--- config.mk ---
export PLATFORM = sky130hd
export DESIGN_NAME = ext_irq_sense
export DESIGN_NICKNAME = d
export VERILOG_FILES = /design/src/rtl/ext_irq_pkg.sv /design/src/rtl/ext_irq_sync.sv /design/src/rtl/ext_irq_detect.sv /design/src/rtl/ext_irq_regs.sv /design/src/rtl/ext_irq_sense.sv
export SDC_FILE = /design/constraint.sdc
export NUM_CORES = 1
export LEC_CHECK = 0
export ABC_AREA = 1
export BUFFER_PORTS_ARGS = -buffer_cell sky130_fd_sc_hd__buf_2
export CAP_MARGIN = 10
export CORE_UTILIZATION = 55
export DETAILED_ROUTE_END_ITERATION = 12
export PLACE_DENSITY_LB_ADDON = 0.2
export SLEW_MARGIN = 30
export SYNTH_ARGS = -nofsm -noshare
export SYNTH_HDL_FRONTEND = slang
export SYNTH_HIERARCHICAL = 1
export SYNTH_SLANG_ARGS = --single-unit
export TNS_END_PERCENT = 20
--- constraint.sdc ---
create_clock -name clk_i -period 5.35 [get_ports clk_i]
set_clock_uncertainty 0.15 [all_clocks]
set_input_delay 1.07 -clock clk_i [delete_from_list [all_inputs] [get_ports clk_i]]
set_output_delay 1.07 -clock clk_i [all_outputs]
set_load 0.02 [all_outputs]
--- src/rtl/ext_irq_pkg.sv ---
package ext_irq_pkg;

    localparam int unsigned PIN_COUNT = 8;
    localparam int unsigned SENSE_W   = 2;
    localparam int unsigned ADDR_W    = 2;

    typedef enum logic [SENSE_W-1:0] {
        SENSE_LOW  = 2'b00,
        SENSE_ANY  = 2'b01,
        SENSE_FALL = 2'b10,
        SENSE_RISE = 2'b11
    } sense_e;

    typedef enum logic [ADDR_W-1:0] {
        ADDR_SENSE_LO = 2'd0,
        ADDR_SENSE_HI = 2'd1,
        ADDR_ENABLE   = 2'd2,
        ADDR_FLAG_CLR = 2'd3
    } reg_addr_e;

endpackage

--- src/rtl/ext_irq_sync.sv ---
module ext_irq_sync #(
    parameter int unsigned         WIDTH     = 8,
    parameter int unsigned         STAGES    = 2,
    parameter logic [WIDTH-1:0]    RESET_VAL = '1
) (
    input  logic             clk_i,
    input  logic             rst_ni,
    input  logic [WIDTH-1:0] async_i,
    output logic [WIDTH-1:0] sync_o
);

    typedef struct packed {
        logic [STAGES-1:0][WIDTH-1:0] chain;
    } sync_state_t;

    sync_state_t state_d, state_q;

    always_comb begin
        state_d = state_q;
        state_d.chain[0] = async_i;
        for (int i = 1; i < int'(STAGES); i++) begin
            state_d.chain[i] = state_q.chain[i-1];
        end
    end

    always_ff @(posedge clk_i or negedge rst_ni) begin
        if (!rst_ni) begin
            state_q.chain <= {STAGES{RESET_VAL}};
        end else begin
            state_q <= state_d;
        end
    end

    assign sync_o = state_q.chain[STAGES-1];

endmodule

--- src/rtl/ext_irq_detect.sv ---
module ext_irq_detect
    import ext_irq_pkg::*;
#(
    parameter bit ASYNC_EDGE = 1'b1
) (
    input  logic [SENSE_W-1:0] sense_i,
    input  logic               enable_i,
    input  logic               raw_i,
    input  logic               sync_now_i,
    input  logic               sync_prev_i,
    output logic               edge_hit_o,
    output logic               level_hit_o,
    output logic               wake_o
);

    sense_e mode;
    logic   sync_rise, sync_fall;
    logic   pad_rise, pad_fall;
    logic   wake_edge;

    assign mode      = sense_e'(sense_i);
    assign sync_rise = sync_now_i & ~sync_prev_i;
    assign sync_fall = ~sync_now_i & sync_prev_i;
    // pad compared with the last synchronized value: holds while the clock is stopped
    assign pad_rise  = raw_i & ~sync_now_i;
    assign pad_fall  = ~raw_i & sync_now_i;

    always_comb begin
        edge_hit_o = 1'b0;
        unique case (mode)
            SENSE_LOW:  edge_hit_o = 1'b0;
            SENSE_ANY:  edge_hit_o = sync_rise | sync_fall;
            SENSE_FALL: edge_hit_o = sync_fall;
            SENSE_RISE: edge_hit_o = sync_rise;
        endcase
    end

    assign level_hit_o = (mode == SENSE_LOW) & ~sync_now_i;

    if (ASYNC_EDGE) begin : g_async_edge
        always_comb begin
            wake_edge = 1'b0;
            unique case (mode)
                SENSE_LOW:  wake_edge = 1'b0;
                SENSE_ANY:  wake_edge = pad_rise | pad_fall;
                SENSE_FALL: wake_edge = pad_fall;
                SENSE_RISE: wake_edge = pad_rise;
            endcase
        end
    end else begin : g_clocked_edge
        assign wake_edge = 1'b0;
    end

    assign wake_o = enable_i & (((mode == SENSE_LOW) & ~raw_i) | wake_edge);

endmodule

--- src/rtl/ext_irq_regs.sv ---
module ext_irq_regs
    import ext_irq_pkg::*;
#(
    parameter int unsigned NUM_PINS = PIN_COUNT,
    localparam int unsigned PER_BYTE = NUM_PINS / SENSE_W
) (
    input  logic                              clk_i,
    input  logic                              rst_ni,
    input  logic                              wr_en_i,
    input  logic [ADDR_W-1:0]                 wr_addr_i,
    input  logic [NUM_PINS-1:0]               wr_data_i,
    input  logic [NUM_PINS-1:0]               edge_hit_i,
    output logic [NUM_PINS-1:0][SENSE_W-1:0]  sense_o,
    output logic [NUM_PINS-1:0]               enable_o,
    output logic [NUM_PINS-1:0]               flags_o
);

    typedef struct packed {
        logic [NUM_PINS-1:0] sense_lo;
        logic [NUM_PINS-1:0] sense_hi;
        logic [NUM_PINS-1:0] enable;
        logic [NUM_PINS-1:0] flags;
    } regs_state_t;

    regs_state_t         state_d, state_q;
    reg_addr_e           addr;
    logic [NUM_PINS-1:0] clr_vec;

    assign addr    = reg_addr_e'(wr_addr_i);
    assign clr_vec = (wr_en_i && addr == ADDR_FLAG_CLR) ? wr_data_i : '0;

    always_comb begin
        state_d = state_q;
        if (wr_en_i) begin
            unique case (addr)
                ADDR_SENSE_LO: state_d.sense_lo = wr_data_i;
                ADDR_SENSE_HI: state_d.sense_hi = wr_data_i;
                ADDR_ENABLE:   state_d.enable   = wr_data_i;
                ADDR_FLAG_CLR: ;
            endcase
        end
        // a new edge wins over a clear in the same cycle
        state_d.flags = (state_q.flags & ~clr_vec) | edge_hit_i;
    end

    always_ff @(posedge clk_i or negedge rst_ni) begin
        if (!rst_ni) begin
            state_q <= '0;
        end else begin
            state_q <= state_d;
        end
    end

    for (genvar n = 0; n < int'(NUM_PINS); n++) begin : g_sense_map
        if (n < int'(PER_BYTE)) begin : g_lo
            assign sense_o[n] = state_q.sense_lo[SENSE_W*n +: SENSE_W];
        end else begin : g_hi
            assign sense_o[n] = state_q.sense_hi[SENSE_W*(n-int'(PER_BYTE)) +: SENSE_W];
        end
    end

    assign enable_o = state_q.enable;
    assign flags_o  = state_q.flags;

    AST_FLAG_STICKY: assert property (@(posedge clk_i) disable iff (!rst_ni)
        ((~state_q.flags & $past(state_q.flags) & ~$past(clr_vec)) == '0));

    AST_FLAG_W1C: assert property (@(posedge clk_i) disable iff (!rst_ni)
        ((state_q.flags & $past(clr_vec & ~edge_hit_i)) == '0));

endmodule

--- src/rtl/ext_irq_sense.sv ---
module ext_irq_sense
    import ext_irq_pkg::*;
#(
    parameter int unsigned NUM_PINS        = PIN_COUNT,
    parameter int unsigned SYNC_STAGES     = 2,
    parameter int unsigned ASYNC_EDGE_PINS = 4
) (
    input  logic                clk_i,
    input  logic                rst_ni,
    input  logic [NUM_PINS-1:0] pins_i,
    input  logic                gie_i,
    input  logic                wr_en_i,
    input  logic [ADDR_W-1:0]   wr_addr_i,
    input  logic [NUM_PINS-1:0] wr_data_i,
    output logic [NUM_PINS-1:0] flags_o,
    output logic [NUM_PINS-1:0] req_o,
    output logic                irq_o,
    output logic                wake_o
);

    localparam logic [NUM_PINS-1:0] IDLE_LEVEL = '1;
    localparam logic [NUM_PINS-1:0] ASYNC_MASK =
        NUM_PINS'((64'd1 << ASYNC_EDGE_PINS) - 64'd1);

    typedef struct packed {
        logic [NUM_PINS-1:0] prev;
    } top_state_t;

    top_state_t                       state_d, state_q;
    logic [NUM_PINS-1:0]              sync_now;
    logic [NUM_PINS-1:0][SENSE_W-1:0] sense;
    logic [NUM_PINS-1:0]              enable;
    logic [NUM_PINS-1:0]              flags;
    logic [NUM_PINS-1:0]              edge_hit;
    logic [NUM_PINS-1:0]              level_hit;
    logic [NUM_PINS-1:0]              wake_vec;
    logic [NUM_PINS-1:0]              level_mode;
    logic [NUM_PINS-1:0]              rise_mode;

    ext_irq_sync #(
        .WIDTH     (NUM_PINS),
        .STAGES    (SYNC_STAGES),
        .RESET_VAL (IDLE_LEVEL)
    ) sync_i (
        .clk_i   (clk_i),
        .rst_ni  (rst_ni),
        .async_i (pins_i),
        .sync_o  (sync_now)
    );

    always_comb begin
        state_d      = state_q;
        state_d.prev = sync_now;
    end

    always_ff @(posedge clk_i or negedge rst_ni) begin
        if (!rst_ni) begin
            state_q.prev <= IDLE_LEVEL;
        end else begin
            state_q <= state_d;
        end
    end

    for (genvar n = 0; n < int'(NUM_PINS); n++) begin : g_pin
        ext_irq_detect #(
            .ASYNC_EDGE (ASYNC_MASK[n])
        ) detect_i (
            .sense_i     (sense[n]),
            .enable_i    (enable[n]),
            .raw_i       (pins_i[n]),
            .sync_now_i  (sync_now[n]),
            .sync_prev_i (state_q.prev[n]),
            .edge_hit_o  (edge_hit[n]),
            .level_hit_o (level_hit[n]),
            .wake_o      (wake_vec[n])
        );
        assign level_mode[n] = (sense[n] == SENSE_LOW);
        assign rise_mode[n]  = (sense[n] == SENSE_RISE);
    end

    ext_irq_regs #(
        .NUM_PINS (NUM_PINS)
    ) regs_i (
        .clk_i      (clk_i),
        .rst_ni     (rst_ni),
        .wr_en_i    (wr_en_i),
        .wr_addr_i  (wr_addr_i),
        .wr_data_i  (wr_data_i),
        .edge_hit_i (edge_hit),
        .sense_o    (sense),
        .enable_o   (enable),
        .flags_o    (flags)
    );

    assign flags_o = flags;
    assign req_o   = enable & (flags | level_hit);
    assign irq_o   = gie_i & (|req_o);
    assign wake_o  = |wake_vec;

    AST_LEVEL_NO_FLAG: assert property (@(posedge clk_i) disable iff (!rst_ni)
        ((flags & ~$past(flags) & $past(level_mode)) == '0));

    AST_RISE_NEEDS_HIGH: assert property (@(posedge clk_i) disable iff (!rst_ni)
        ((flags & ~$past(flags) & $past(rise_mode) & ~$past(sync_now)) == '0));

    AST_WAKE_SOURCE: assert property (@(posedge clk_i) disable iff (!rst_ni)
        wake_o |-> ((enable & (level_mode | ASYNC_MASK)) != '0));

    AST_REQ_NEEDS_ENABLE: assert property (@(posedge clk_i) disable iff (!rst_ni)
        ((req_o & ~regs_i.enable_o) == '0));

endmodule

==> impl_metrics.yaml, run 1 <==
worst_hold_path:
  min_path_type: "flop to flop"
cts:
  h-tree-depth: 2
  clock_tree.root_cell: "clkbuf_8"
  cts_hold_buf: 0
  cts.repair.resized: 0
  path_clk_slew_ps: 90
  cts_buffers: 5
  cts.sinks: 56
  worstSkewPairLatency_ps: 310
  ctsLongestPathBuffers: 2
  cts_setup_buffers: 0
  cts_tree: "done"
sta:
  hold_viol: 0
  relSlewSlack: 0.624
  min_period_ps: 3450
  worstMarginPinSlew_ps: 559
  fin_setup_tns_ps: 0
  setup_viol: 0
  max_freq_mhz: 290
  rsz0062_at_grt: "false"
  min_period_over_period: 0.645
  drv_slew: 0
routing:
  routed_via_density: 5.00
  first_pass_iters: 4
  num_vias: 2195
  wl_per_cell_microns: 12.9
  final_antenna_net_count: 0
  drt_wl_total_microns: 5680
  first_iter_violations: 136
  drc: 0
pwr:
  p_leak_nw: 1.73
  irDropWorstVdd_mv: 0.183
  cellPowerDensity_nw_per_um2: 328
worst_setup_path:
  path_class: "input pin to primary output"
  cp.required_ps: 4130
  cp-start-kind: "input pin"
  critical-path-slowest-cell: "ha_1"
  worstPathMaxFanout: 3
  crit_chain: "buf_2, inv_1, ha_1, a21oi_1, nor2_1, nor2_1, nor4_1, nand2_1, buf_2"
  critPathCaptureType: "primary output"
  slowest_delay_ps: 260
  cp.arrival_ps: 2230
logic_synthesis:
  syn_nets: 373
  ys_ff_latch: 56
  yosysWarnings: 6
  synth.distinct_cells: 21
  yosysSeqAreaShare: 0.483
  avgSynthCellArea_sq_um: 9.06
  synthCells: 327
  syn_area_sq_um: 2960
place:
  gp_congestion: 0.798
  dp_hpwl_microns: 4180
  placed_area_sq_um: 3180
  io_buffers: 39
floorplan:
  core_sq_um: 5140
  dieArea_sq_um: 5680
  die_h_microns: 75.4
  rows: 26
  die_w_microns: 75.4
  ios: 40
  start_util: 0.576
outcome:
  status: "complete, no violations"
finish:
  fillers: 479
  area_growth_pct: 11.0
  final_cell_mix: "inv_1 (59), nand2_1 (57), buf_2 (39)"
  final_common_cell: "inv_1"
  fin_area_sq_um: 3290
  drive_gt1_frac: 0.279
  diodes: 0
  nets: 414
global_routing:
  gr-total-overflow: 0
  grt_pass1_vias: 1945
  grt_max_degree: 42
  grt_usage: 0.220
  antenna_found_initial: 0
  grt_pass1_wl_microns: 9110
job:
  maxCapViolations: 0
-- state kept, by name (all words and copies together), names as in the netlist --
signal           flops
state_q              8
sync_i/sync_o        8
regs_i/flags_o       8
regs_i/sense_o      16
regs_i/enable_o      8
sync_i/state_d       8
-- worst max-delay path: cells and delay by family --
| kind | cells | cell delay (ps) |
|---|---|---|
| fa+ha+maj | 1 | 260 |
| compound gates | 1 | 60 |
| simple gates | 4 | 500 |
| buf+inv | 3 | 330 |
-- synth_stat cells, drive strengths merged --
cell / n / share of area
inv: 67 / 0.085
nand2: 58 / 0.074
nand3: 38 / 0.073
nor3: 4 / 0.0068
nor2: 19 / 0.027
dfrtp: 32 / 0.27
o211ai: 4 / 0.010
nor4: 2 / 0.0042
a21oi: 5 / 0.0084
ha: 24 / 0.10
nand4: 8 / 0.017
o21ai: 36 / 0.086
clkbuf: 2 / 0.0093
buf: 4 / 0.015
dfstp: 24 / 0.21
-- metrics by stage --
stage | power (mW) | utilization | hold WS, ps | std cells | setup WS (ps)
detailed placement | 0.809 | 0.619 | 198 | 431 | 1900
global route | 1.15 | 0.640 | 214 | 439 | 1780
floorplan | 0.721 | - | 195 | 327 | 2150
CTS | 1.09 | 0.640 | 212 | 439 | 1890
global placement | 0.802 | 0.619 | 196 | 431 | 1890
finish | 1.08 | 0.640 | 210 | 439 | 1900
-- path summary, 6_finish.rpt --
path	end	start	cells after the start	slack, ps
setup reg to reg	regs_i/flags_o[1]$_DFF_PN0_	sync_i/sync_o[1]$_DFF_PN1_	5	3870
hold / removal	sync_i/sync_o[3]$_DFF_PN1_	sync_i/state_d[11]$_DFF_PN1_	0	210
setup / recovery	wake_o	pins_i[1]	9	1900
hold reg to reg	sync_i/sync_o[3]$_DFF_PN1_	sync_i/state_d[11]$_DFF_PN1_	0	210
max in group asynchronous	sync_i/sync_o[3]$_DFF_PN1_	rst_ni	2	3730
min in group asynchronous	regs_i/flags_o[5]$_DFF_PN0_	rst_ni	1	480
-- final cells by class --
| class | instances | area [sq um] | share of cell area |
|---|---|---|---|
| clock buffer | 6 | 72.6 | 0.0221 |
| sequential | 56 | 1430 | 0.435 |
| inverter | 67 | 251 | 0.0765 |
| clock inverter | 2 | 35.0 | 0.0107 |
| tap | 70 | 87.6 | 0.0266 |
| multi-input combinational | 198 | 1210 | 0.367 |
| timing repair buffer | 40 | 203 | 0.0616 |
-- power by group --
part / internal [mW] / switching [mW]
clock network: 0.139 / 0.137
logic: 0.0938 / 0.163
registers: 0.484 / 0.0613
-- metal layers --
layer  routed length (microns)  global-route usage
met3                       240              0.0437
met2                      2640               0.355
met5                         0                   0
met4                        69              0.0679
met1                      2720               0.300
-- kinds of logic (layout without fill, tap and decap cells) --
group	after synthesis	in the layout	synth area share
AOI/OAI and AO/OA	45	45	0.105
adders and majority gates	24	24	0.101
and+or+nand+nor	129	129	0.201
buffers and inverters	73	115	0.109
DFF	56	56	0.483
No activity file was read; power rests on OpenSTA's default activity.
==> run 2: changes to the inputs <==
--- a/config.mk
+++ b/config.mk
@@ -5,7 +5,7 @@
 export SDC_FILE = /design/constraint.sdc
 export NUM_CORES = 1
 export LEC_CHECK = 0
-export ABC_AREA = 1
+export ABC_AREA = 0
 export BUFFER_PORTS_ARGS = -buffer_cell sky130_fd_sc_hd__buf_2
 export CAP_MARGIN = 10
 export CORE_UTILIZATION = 55
==> constraint.sdc (replaced) <==
create_clock -name clk_i -period 3.4 [get_ports clk_i]
set_clock_uncertainty 0.15 [all_clocks]
set_input_delay 0.68 -clock clk_i [delete_from_list [all_inputs] [get_ports clk_i]]
set_output_delay 0.68 -clock clk_i [all_outputs]
set_load 0.02 [all_outputs]
==> run 2 against run 1 <==
- die area decreased by 3.4%
- setup slack lost 1200 ps
- via count shrank 19%
- cell area decreased by 2.1%
- register-to-register slack lost 2100 ps
- clock power increased by 49%
- critical path type is now flop to primary output
- critical endpoint unchanged
==> impl_metrics.yaml, run 2 <==
logic_synthesis:
  synth.top_cell.area_share: 0.280
  syn_area_sq_um: 2860
  ys_ff_latch: 56
  synth-edff-count: 0
  yosys.area.top_type: "dfrtp_1"
  yosysMostFrequentCell: "dfrtp_1"
  async_flop_share: 1.00
  synth_common_cells: "dfrtp_1 (32), dfstp_2 (24), ha_1 (24), mux2_2 (24), inv_1 (20)"
  synthCells: 220
  synth.distinct_cells: 24
  yosysSeqAreaShare: 0.500
  syn_nets: 266
  avgSynthCellArea_sq_um: 13.0
  yosysWarnings: 6
  synth_area_leaders: "dfrtp_1 (28%), dfstp_2 (22%), ha_1 (10%)"
  synth_ff_type: "dfrtp_1"
finish:
  final_cell_mix: "buf_2 (39), dfrtp_1 (32), ha_1 (24), mux2_2 (24), dfstp_2 (24)"
  drive_gt1_frac: 0.399
  diodes: 0
  area_growth_pct: 12.5
  final_common_cell: "buf_2"
  nets: 310
  utilization: 0.664
  largest_reg_flops: 16
sta:
  max_freq_mhz: 366
  min_period_ps: 2730
  drv_slew: 0
  hold_viol: 0
  setup_viol: 0
  fin_setup_tns_ps: 0
  min_period_over_period: 0.804
  hold_slack_ps: 209
  relSlewSlack: 0.540
  worstMarginPinSlew_ps: 690
  rsz0062_at_grt: "false"
  final.setup.worst_slack_ps: 668
worst_hold_path:
  min_path_type: "flop to flop"
worst_setup_path:
  path_class: "flop to primary output"
  cp.arrival_ps: 1900
  critical_path_buf_inv_count: 2
  worstPathMaxFanout: 5
  worstReg2RegEnd: "regs_i/flags_o[7]$_DFF_PN0_"
  critical-path-slowest-cell: "dfstp_2"
  startpoint: "sync_i/sync_o[0]$_DFF_PN1_"
  slowest_delay_ps: 590
  cp-endpoint: "wake_o"
  cp.depth: 7
  r2r_slack_ps: 1780
  cp-start-kind: "flop"
  cp.required_ps: 2570
  worstRegToRegCells: 5
  path_delay_family: "flip-flops"
  critPathCaptureType: "primary output"
  r2r-start: "state_q[7]$_DFF_PN1_"
  crit_chain: "inv_1, ha_1, mux2i_1, o22ai_2, nor4_1, nand2_1, buf_2"
pwr:
  p_leak_nw: 1.50
  irDropWorstVdd_mv: 0.297
  power_mw: 1.70
  cellPowerDensity_nw_per_um2: 529
floorplan:
  die_h_microns: 74.1
  rows: 25
  dieArea_sq_um: 5490
  die_w_microns: 74.1
  core_sq_um: 4850
  ios: 40
  start_util: 0.590
cts:
  cts_buffers: 5
  path_clk_slew_ps: 90
  clock_tree.root_cell: "clkbuf_8"
  cts_tree: "done"
  worstSkewPairLatency_ps: 300
  cts_setup_buffers: 0
  ctsLongestPathBuffers: 2
  cts.repair.resized: 0
  cts.sinks: 56
  cts_hold_buf: 0
  h-tree-depth: 2
global_routing:
  grt_pass1_vias: 1781
  grt_max_degree: 57
  gr-total-overflow: 0
  grt_pass1_wl_microns: 8700
  grt_usage: 0.218
  antenna_found_initial: 0
routing:
  drc: 0
  routed_via_density: 5.35
  drt_wl_total_microns: 5270
  final_antenna_net_count: 0
  first_pass_iters: 4
  wl_per_cell_microns: 16.0
  first_iter_violations: 65
  num_vias: 1767
job:
  maxCapViolations: 0
place:
  dp_hpwl_microns: 3900
  io_buffers: 39
  gp_congestion: 0.744
  dp_slack_ps: 709
outcome:
  status: "complete, no violations"
==> run 2: cell count changes after synthesis, sizes merged, moves of 5 or more <==
cell / delta
nand2: -53
inv: -47
nand3: -38
o21ai: -36
mux2: +28
nor2: -19
mux2i: +12
nand2b: +12
a21o: +8
o21a: +8
a21oi: -5
==> run 2: how the worst min path moves through the flow <==
| stage | from | endpoint | slack [ps] | cells past startpoint |
|---|---|---|---|---|
| 6_report | sync_i/state_d[10]$_DFF_PN1_ | sync_i/sync_o[2]$_DFF_PN1_ | 210 | 0 |
| 5_1_grt | sync_i/state_d[10]$_DFF_PN1_ | sync_i/sync_o[2]$_DFF_PN1_ | 210 | 0 |
| 4_1_cts | sync_i/state_d[10]$_DFF_PN1_ | sync_i/sync_o[2]$_DFF_PN1_ | 210 | 0 |
| 3_5_place_dp | sync_i/state_d[11]$_DFF_PN1_ | sync_i/sync_o[3]$_DFF_PN1_ | 200 | 0 |
| 3_3_place_gp | sync_i/state_d[13]$_DFF_PN1_ | sync_i/sync_o[5]$_DFF_PN1_ | 200 | 0 |
| 2_1_floorplan | sync_i/state_d[8]$_DFF_PN1_ | sync_i/sync_o[0]$_DFF_PN1_ | 200 | 0 |
==> run 2: per-layer routing <==
| metal | track usage | routed length (microns) | part of all wire |
|---|---|---|---|
| met5 | 0 | 0 | 0 |
| met3 | 0.0393 | 161 | 0.031 |
| met1 | 0.300 | 2500 | 0.47 |
| met2 | 0.346 | 2530 | 0.48 |
| met4 | 0.0855 | 76 | 0.014 |
==> run 2: cells by family after synthesis <==
family          after synthesis  synth area share
compound gates               25            0.0761
flops                        56             0.500
fa+ha+maj                    24             0.105
buf+inv                      23            0.0359
simple gates                 52             0.125
mux                          40             0.157
==> run 2: power breakdown <==
part | internal [mW] | total, mW | leakage, nW | switching [mW]
sequential | 0.766 | 0.868 | 0.614 | 0.102
clock | 0.212 | 0.412 | 0.0501 | 0.200
combinational | 0.210 | 0.423 | 0.834 | 0.213
==> run 2: cell type report <==
class,count,area [sq um]
Fill cell,374,1630
Sequential cell,56,1430
Multi-Input combinational cell,141,1330
Timing Repair Buffer,40,203
Tap cell,67,83.8
Inverter,20,75.1
Clock buffer,5,68.8
Clock inverter,1,30.0
==> run 2: through the flow <==
stage	area (sq um)	instances
after floorplan	2860	220
after CTS	3220	330
after detailed placement	3120	324
after global placement	3120	324
after global routing	3220	330
final	3220	330
==> run 2: worst reg2reg max path, delay by kind of cell (launching register included) <==
family	cells	cell delay (ps)
compound gates	2	420
fa+ha+maj	1	160
buf+inv	1	40
flops	1	550
simple gates	1	210
==> run 3: changes to the inputs <==
==> constraint.sdc (replaced) <==
create_clock -name clk_i -period 2.6 [get_ports clk_i]
set_clock_uncertainty 0.15 [all_clocks]
set_input_delay 0.52 -clock clk_i [delete_from_list [all_inputs] [get_ports clk_i]]
set_output_delay 0.52 -clock clk_i [all_outputs]
set_load 0.02 [all_outputs]
==> run 3 against run 2 <==
- the flow now finishes with violations (negative setup slack)
- wire length up 2.4%
- combinational power up 37%
- worst hold slack worse by 160 ps
- sequential power up 31%
- total power up 37%
- non-clock buffer count up 8
- clock power up 48%
==> impl_metrics.yaml, run 3 (synthesis gave the netlist of run 2 again) <==
sta:
  worstMarginPinSlew_ps: 556
  min_period_over_period: 1.00
  max_freq_mhz: 384
  relSlewSlack: 0.629
  min_period_ps: 2610
  hold_viol: 0
  drv_slew: 0
  final.setup.worst_slack_ps: -5.88
  rsz0062_at_grt: "true"
  setup_viol: 1
worst_setup_path:
  crit_chain: "inv_2, ha_2, mux2i_1, o22ai_2, nor4_1, nand2_1, buf_6"
  r2r_slack_ps: 960
  cp.arrival_ps: 1940
  critPathCaptureType: "primary output"
  cp.required_ps: 1930
  path_class: "flop to primary output"
  critical-path-slowest-cell: "dfstp_2"
  worstReg2RegEnd: "regs_i/flags_o[2]$_DFF_PN0_"
  r2r-start: "sync_i/sync_o[2]$_DFF_PN1_"
  worstPathMaxFanout: 4
  slowest_delay_ps: 590
  worstRegToRegCells: 6
  cp-start-kind: "flop"
place:
  gp_congestion: 0.735
  dp_hpwl_microns: 4060
  placed_cells: 325
  placed_area_sq_um: 3130
  io_buffers: 39
finish:
  largest_reg_flops: 16
  area_growth_pct: 16.1
  fin_area_sq_um: 3320
  final_common_cell: "buf_2"
  fin_cells: 340
  multi_input_comb_area_sq_um: 1340
  seq_area_sq_um: 1430
  nets: 318
  fillers: 388
  final_cell_mix: "buf_2 (38), dfrtp_1 (32), mux2_2 (24), dfstp_2 (24), ha_1 (23)"
  diodes: 0
  drive_gt1_frac: 0.436
global_routing:
  antenna_found_initial: 0
  gr-total-overflow: 0
  grt_usage: 0.218
  grt_max_degree: 26
  grt_pass1_vias: 1811
  grt_pass1_wl_microns: 8850
routing:
  first_iter_violations: 35
  drc: 0
  wl_met2_microns: 2680
  wl_met3_microns: 128
  top_layer_used: "met4"
  drt_wl_total_microns: 5390
  routed_via_density: 5.33
  num_vias: 1811
  first_pass_iters: 4
  final_antenna_net_count: 0
  wl_per_cell_microns: 15.9
  drt-met1-wl_microns: 2520
floorplan:
  core_sq_um: 4850
  die_h_microns: 74.1
  ios: 40
  start_util: 0.590
  die_w_microns: 74.1
  dieArea_sq_um: 5490
  rows: 25
cts:
  path_clk_slew_ps: 100
  cts_tree: "done"
  clock_tree.root_cell: "clkbuf_8"
  ctsLongestPathBuffers: 2
  h-tree-depth: 2
  cts.sinks: 56
  cts_buffers: 5
  worstSkewPairLatency_ps: 300
pwr:
  cellPowerDensity_nw_per_um2: 701
  p_leak_nw: 1.55
  irDropWorstVdd_mv: 0.329
outcome:
  status: "finished with violations"
  violations: "negative setup slack"
worst_hold_path:
  min_path_type: "input pin to async pin"
job:
  maxCapViolations: 0
run 3: cell count changes in the layout (fill, tap and decap cells not counted), moves of 2 or more:
cell / previous run / this run
buf_4: 1 / 9
clkbuf_8: 5 / 7
inv_1: 20 / 18
inv_2: 0 / 2
run 3: stage by stage:
stage | utilization | setup TNS [ps] | total power [mW] | setup slack (ps) | hold slack, ps
global placement | 0.645 | 0 | 1.69 | 257 | 195
global route | 0.685 | -72.4 | 2.44 | -72.4 | 79.9
finish | 0.685 | -5.88 | 2.33 | -5.88 | 45.5
detailed placement | 0.645 | 0 | 1.71 | 235 | 197
CTS | 0.671 | 0 | 2.32 | 2.60 | 52.7
floorplan | - | 0 | 1.51 | 490 | 74.4
run 3: what timing repair did:
item                                    CTS  global route
resized for setup                         0             6
buffers inserted                          0             7
endpoints found under the setup margin    0             1
hold buffers                              0             0
hold endpoints to repair                  0             0
run 3: cell type report:
class	count	share of cell area
Clock buffer	7	0.0290
Clock inverter	1	0.00904
Inverter	20	0.0226
Multi-Input combinational cell	141	0.402
Sequential cell	56	0.431
Tap cell	67	0.0252
Timing Repair Buffer	48	0.0810
run 3: power breakdown:
part	internal (mW)	switching (mW)	total, mW
clock network	0.340	0.271	0.611
logic	0.292	0.288	0.580
registers	1.00	0.133	1.14
run 3: worst max-delay path by stage:
stage	from	cells past startpoint	end	slack, ps
after floorplan	pins_i[1]	6	wake_o	490
final	sync_i/sync_o[2]$_DFF_PN1_	7	wake_o	-6
after global placement	pins_i[0]	8	wake_o	260
after global routing	sync_i/sync_o[2]$_DFF_PN1_	7	wake_o	-70
after CTS	sync_i/sync_o[0]$_DFF_PN1_	7	wake_o	3
after detailed placement	pins_i[1]	8	wake_o	240
run 3: worst max-delay path: cells and delay by family, from the launching register on:
family | cells | cell delay, ps
flip-flops | 1 | 590
AND/OR/NAND/NOR | 2 | 420
buffers and inverters | 2 | 210
multiplexers | 1 | 170
adder cells (fa/ha/maj) | 1 | 150
AO/OA/AOI/OAI | 1 | 90
run 3: layer usage:
metal | vias up | track usage
met4 | 0 | 0.0641
met5 | - | 0
met2 | 27 | 0.367
met1 | 884 | 0.292
met3 | 8 | 0.0366
li1 | 892 | -
